==> config.mk <==
export PLATFORM = sky130hd
export DESIGN_NAME = agree3_filter
export DESIGN_NICKNAME = d
export VERILOG_FILES = /design/src/rtl/agree3_pkg.sv /design/src/rtl/agree3_cmp.sv /design/src/rtl/agree3_run.sv /design/src/rtl/agree3_filter.sv
export SDC_FILE = /design/constraint.sdc
export NUM_CORES = 1
export LEC_CHECK = 0
export ABC_AREA = 1
export BUFFER_PORTS_ARGS = -buffer_cell sky130_fd_sc_hd__buf_2
export CAP_MARGIN = 25
export CORE_AREA = 2 2 39 41
export CTS_CLUSTER_SIZE = 12
export DETAILED_ROUTE_END_ITERATION = 8
export DIE_AREA = 0 0 41 43
export GPL_ROUTABILITY_DRIVEN = 0
export SLEW_MARGIN = 20
export SYNTH_ARGS = -nofsm -noshare
export SYNTH_HDL_FRONTEND = slang
export SYNTH_SLANG_ARGS = --single-unit
==> constraint.sdc <==
create_clock -name clk -period 1 [get_ports clk]
set_input_delay 0.05 -clock clk [delete_from_list [all_inputs] [get_ports clk]]
set_output_delay 0.05 -clock clk [all_outputs]
set_load 0.1 [all_outputs]
==> src/rtl/agree3_pkg.sv <==
// Package: shared constants and phase encoding for the agreement filter.
// Assumes the run length is small; the counter width is derived from it.
package agree3_pkg;
    localparam int RUN_LEN = 3;
    localparam int CNT_W   = $clog2(RUN_LEN);

    typedef enum logic [1:0] {
        PH_INIT = 2'd0,
        PH_LOW  = 2'd1,
        PH_HIGH = 2'd2
    } phase_e;
endpackage

==> src/rtl/agree3_cmp.sv <==
// Module: compares the incoming sample against the held level.
// Assumes the phase input comes from the filter's phase register.
module agree3_cmp
    import agree3_pkg::*;
(
    input  phase_e phase,
    input  logic   smp_bit,
    output logic   armed,
    output logic   level,
    output logic   oppose
);
    // Decode the held level and flag a disagreeing sample.
    always_comb begin
        armed  = (phase != PH_INIT);
        level  = (phase == PH_HIGH);
        oppose = armed && (smp_bit != level);
    end
endmodule

==> src/rtl/agree3_run.sv <==
// Module: counts consecutive valid samples that oppose the held level and
// raises trip on the one that completes the run. Assumes oppose is only
// meaningful while armed is high.
module agree3_run
    import agree3_pkg::*;
(
    input  logic clk,
    input  logic rst_n,
    input  logic smp_vld,
    input  logic armed,
    input  logic oppose,
    output logic trip
);
    logic [CNT_W-1:0] cnt_q;

    // Trip when the final opposing sample of a run arrives.
    always_comb begin
        trip = smp_vld && armed && oppose && (cnt_q == CNT_W'(RUN_LEN - 1));
    end

    // Advance, clear or hold the run count.
    always_ff @(posedge clk) begin
        if (!rst_n) begin
            cnt_q <= '0;
        end else if (smp_vld && armed) begin
            if (!oppose || trip) cnt_q <= '0;
            else                 cnt_q <= cnt_q + 1'b1;
        end
    end


    agree_clears_run_chk: assert property (@(posedge clk) disable iff (!rst_n)
        (smp_vld && armed && !oppose) |=> (cnt_q == '0));

    run_hold_chk: assert property (@(posedge clk) disable iff (!rst_n)
        !smp_vld |=> $stable(cnt_q));

    run_restart_chk: assert property (@(posedge clk) disable iff (!rst_n)
        trip |=> (cnt_q == '0));

    no_overflow_chk: assert property (@(posedge clk) disable iff (!rst_n)
        (cnt_q < CNT_W'(RUN_LEN)));
endmodule

==> src/rtl/agree3_filter.sv <==
// Module: top of the three-sample agreement filter. Holds the phase
// (initial, low, high) and produces the Mealy output. Assumes inputs are
// synchronous to clk and reset is synchronous, active low.
module agree3_filter
    import agree3_pkg::*;
(
    input  logic clk,
    input  logic rst_n,
    input  logic smp_vld,
    input  logic smp_bit,
    output logic filt_out
);
    phase_e phase_q;
    phase_e phase_d;
    logic   armed;
    logic   level;
    logic   oppose;
    logic   trip;

    agree3_cmp u_cmp (
        .phase  (phase_q),
        .smp_bit(smp_bit),
        .armed  (armed),
        .level  (level),
        .oppose (oppose)
    );

    agree3_run u_run (
        .clk    (clk),
        .rst_n  (rst_n),
        .smp_vld(smp_vld),
        .armed  (armed),
        .oppose (oppose),
        .trip   (trip)
    );

    // Choose the next phase: seed on the first sample, flip on a trip.
    always_comb begin
        phase_d = phase_q;
        if (smp_vld) begin
            if (!armed)   phase_d = smp_bit ? PH_HIGH : PH_LOW;
            else if (trip) phase_d = level ? PH_LOW : PH_HIGH;
        end
    end

    // Mealy output: the current sample passes when it seeds or trips.
    always_comb begin
        if (smp_vld && (!armed || trip)) filt_out = smp_bit;
        else                             filt_out = level;
    end

    // Phase register.
    always_ff @(posedge clk) begin
        if (!rst_n) phase_q <= PH_INIT;
        else        phase_q <= phase_d;
    end


    init_quiet_chk: assert property (@(posedge clk) disable iff (!rst_n)
        (phase_q == PH_INIT && !smp_vld) |-> !filt_out);

    first_sample_chk: assert property (@(posedge clk) disable iff (!rst_n)
        (phase_q == PH_INIT && smp_vld) |=> (phase_q == (smp_bit_q ? PH_HIGH : PH_LOW)));

    phase_hold_chk: assert property (@(posedge clk) disable iff (!rst_n)
        !smp_vld |=> $stable(phase_q));

    no_flip_without_trip_chk: assert property (@(posedge clk) disable iff (!rst_n)
        (armed && !trip) |=> $stable(phase_q));

    // Registered copy of the sample, used only by first_sample_chk.
    logic smp_bit_q;
    always_ff @(posedge clk) begin
        smp_bit_q <= smp_bit;
    end
endmodule

==> metrics.csv <==
metric,value,unit
most frequent cells in the layout,"buf_4, nand2_2, inv_1",
DR vias,306,
total grt overflow,0,
"slowest stage delay, CP",0.32,ns
WS Path Type,flop to primary output,
reg2reg start,phase_q[0],
IO Count,5,
Worst Hold Class,primary input to flop,
Final Cycle Share,133.5,%
"leading cell type in the layout, fill and taps excluded",buf_4,
status,finished with violations,
num rows,14,
final HPWL from detailed placement,428.6,um
Synth cell types,17,
DIE AREA,0.001763,sq mm
fraction of the mapped netlist area in adder cells,4.854,%
clock share of power,29.3,%
1st-iter DRT viols,5,
largest net degree at the start of global routing,5,
Synth Register Bits,4,
Critical Path End,filt_out,
Clock Pin Slew Worst Setup and Hold Paths,0.04,ns
DRC Markers,0,
Initial Utilization,18.63,%
design area,470.5,sq um
Slew headroom,86.78,%
"Power, Total",648.3,uW
DR WL/cell,10.14,um
Via density,4.310,
setup TNS,-0.7452,ns
die width,41,um
Fmax,749.3,MHz
pwr dens,1378,mW/mm^2
CTS tree,done,
min Tclk post-route,1.335,ns
Core Area,0.001384,sq mm
Placed Area,376.6,sq um
"Hold Vio Cnt, Final",0,
"most used cell, CP",nand2_2,
MaxCap Viol Count,0,
area taken by multi-input logic gates,202.7,sq um
CTS H-tree depth,1,
Longest Clk Path Bufs,2,
initial antenna violation count,0,
Routed Antenna Nets,0,
register area,85.08,sq um
"Setup violations, final",4,
arrival time worst endpoint,1.28,ns
number of max-slew violations in the final report,0,
violated checks,setup timing,
Seq pwr share,28.4,%
CP Cell Sequence,inv_2 -> nand2_2 -> nand2_2 -> nand3_2 -> nand2_2 -> nand2_4 -> o21ai_4 -> buf_12,
CTS Hold Bufs,0,
crit end category,primary output,
Combinational Power Share,42.3,%
n_diodes,0,
mux cell area share after synthesis,0,%
fin nets,62,
Total Wirelength,720,um
Area Overhead vs Synth,82.52,%
Synth Area in Simple Gates,36.41,%
sw power,220.4,uW
xor/xnor share of the synthesized area,0,%
Setup crit start kind,flop,
WP data required,0.95,ns
Max VDD drop,0.8785,mV
compound-cell area share of the yosys netlist,16.02,%
Post-Syn Instances,38,
RSZ-0062 raised after global routing,true,
latest clock arrival within the worst-skew pair,0.23,ns
Slew @ Worst Pin,0.1963,ns
total CTS buffers,3,
IO buf count,4,
Num Clock Sinks,4,
Critical R2R Capture,phase_q[0],
Clock Skews,0.002135,ns
Synth Cell Area,257.7,sq um
Mean Syn Cell Area,6.783,sq um
Worst R2R Path Depth,11,
Internal Power,427.9,uW
Die Y-Extent,43,um
vias in the first global route,297,
Root Buffer,clkbuf_4,
layout cells sized above 1,69.09,%
1st-pass router iterations,4,
setup ws final,-0.3345,ns
synth warn,0,
syn_nets,43,
"Seq/Total Area, Yosys",31.07,%
Slowest cell on crit path,dfxtp_2,
FILL cells,152,
critical path peak fanout,3,
standby leakage power,0.2142,nW
Critical Path Start,phase_q[0],
main combinational cell family by area after synthesis,simple AND/OR/NAND/NOR gates,
r2r setup slk,-0.22,ns
Total GRT Usage,8.927,%
Switching Share,34.00,%
first-pass GRT wire length,1090,um
kinds of logic after synthesis:
group | Yosys count
and+or+nand+nor | 18
buffers and inverters | 8
AOI/OAI and AO/OA | 7
DFF | 4
adders and majority gates | 1
power groups by stage:
stage | Combinational (mW) | Clock [mW] | Sequential, mW
5_1_grt | 0.296 | 0.209 | 0.184
3_3_place_gp | 0.218 | 0 | 0.183
3_5_place_dp | 0.220 | 0 | 0.183
4_1_cts | 0.249 | 0.203 | 0.184
2_1_floorplan | 0.138 | 0 | 0.181
6_report | 0.274 | 0.190 | 0.184
how the worst min path moves through the flow:
stage,startpoint,depth (start not counted),endpoint
2_1_floorplan,rst_n,2,phase_q[1]
3_3_place_gp,rst_n,3,phase_q[1]
3_5_place_dp,rst_n,3,phase_q[1]
4_1_cts,rst_n,3,phase_q[1]
5_1_grt,rst_n,3,u_run.cnt_q[0]
6_report,rst_n,3,phase_q[1]
sequential cells by signal, indices dropped and copies added (netlist names):
signal       cells
u_run.cnt_q      2
phase_q          2
what timing repair did:
action | 4_1_cts | 5_1_grt
cloned | 0 | 0
setup endpoints to repair | 5 | 5
pin swaps | 5 | 4
gates resized for setup | 11 | 3
buffers inserted | 3 | 1
area by class of cell:
| class | count | area share [%] |
|---|---|---|
| clock buffers | 3 | 4.787 |
| inverters | 8 | 6.383 |
| multi-input cells | 26 | 43.09 |
| flip-flops and latches | 4 | 18.09 |
| well taps | 16 | 4.255 |
| repair buffers | 14 | 23.40 |
critical path: cells and delay by family (launching register included):
kind | cells | cell delay [ns]
AND/OR/NAND/NOR | 5 | 0.34
buffers and inverters | 2 | 0.25
AO/OA/AOI/OAI | 1 | 0.14
flip-flops | 1 | 0.32
Yosys cell counts:
cell	number	share of area (%)
o2111ai_1	1	3.4
nand3_1	3	5.8
dfxtp_1	4	31
o21ai_0	2	3.9
nand4_1	1	2.4
o21ai_1	1	1.9
and2_2	1	2.9
nor2_1	1	1.5
nand2_1	7	10
nor2_2	1	2.4
nand2_2	3	7.3
a21boi_1	1	2.9
inv_1	7	10
nand3_2	1	3.9
a21oi_1	2	3.9
ha_1	1	4.9
inv_2	1	1.5
stage by stage:
step                      hold WS, ns  util (%)  worst slack, ns  instances
after floorplan                0.1738         -          -0.3442         38
after global placement         0.3214     27.22          -0.1781         64
after detailed placement       0.3219     27.22          -0.1908         64
after CTS                     0.08113     32.55          -0.3589         70
after global routing           0.1028     34.00          -0.4098         71
final                         0.09419     34.00          -0.3345         71
routing by layer:
layer	share of wire, %	track usage (%)	up-vias	wire (um)
met4	1.4	6.000	0	10
li1	-	-	157	-
met2	54	14.37	8	386
met1	41	9.615	139	292
met3	4.4	2.094	2	32
met5	0	0	-	0
No activity file was read; power rests on OpenSTA's default activity.
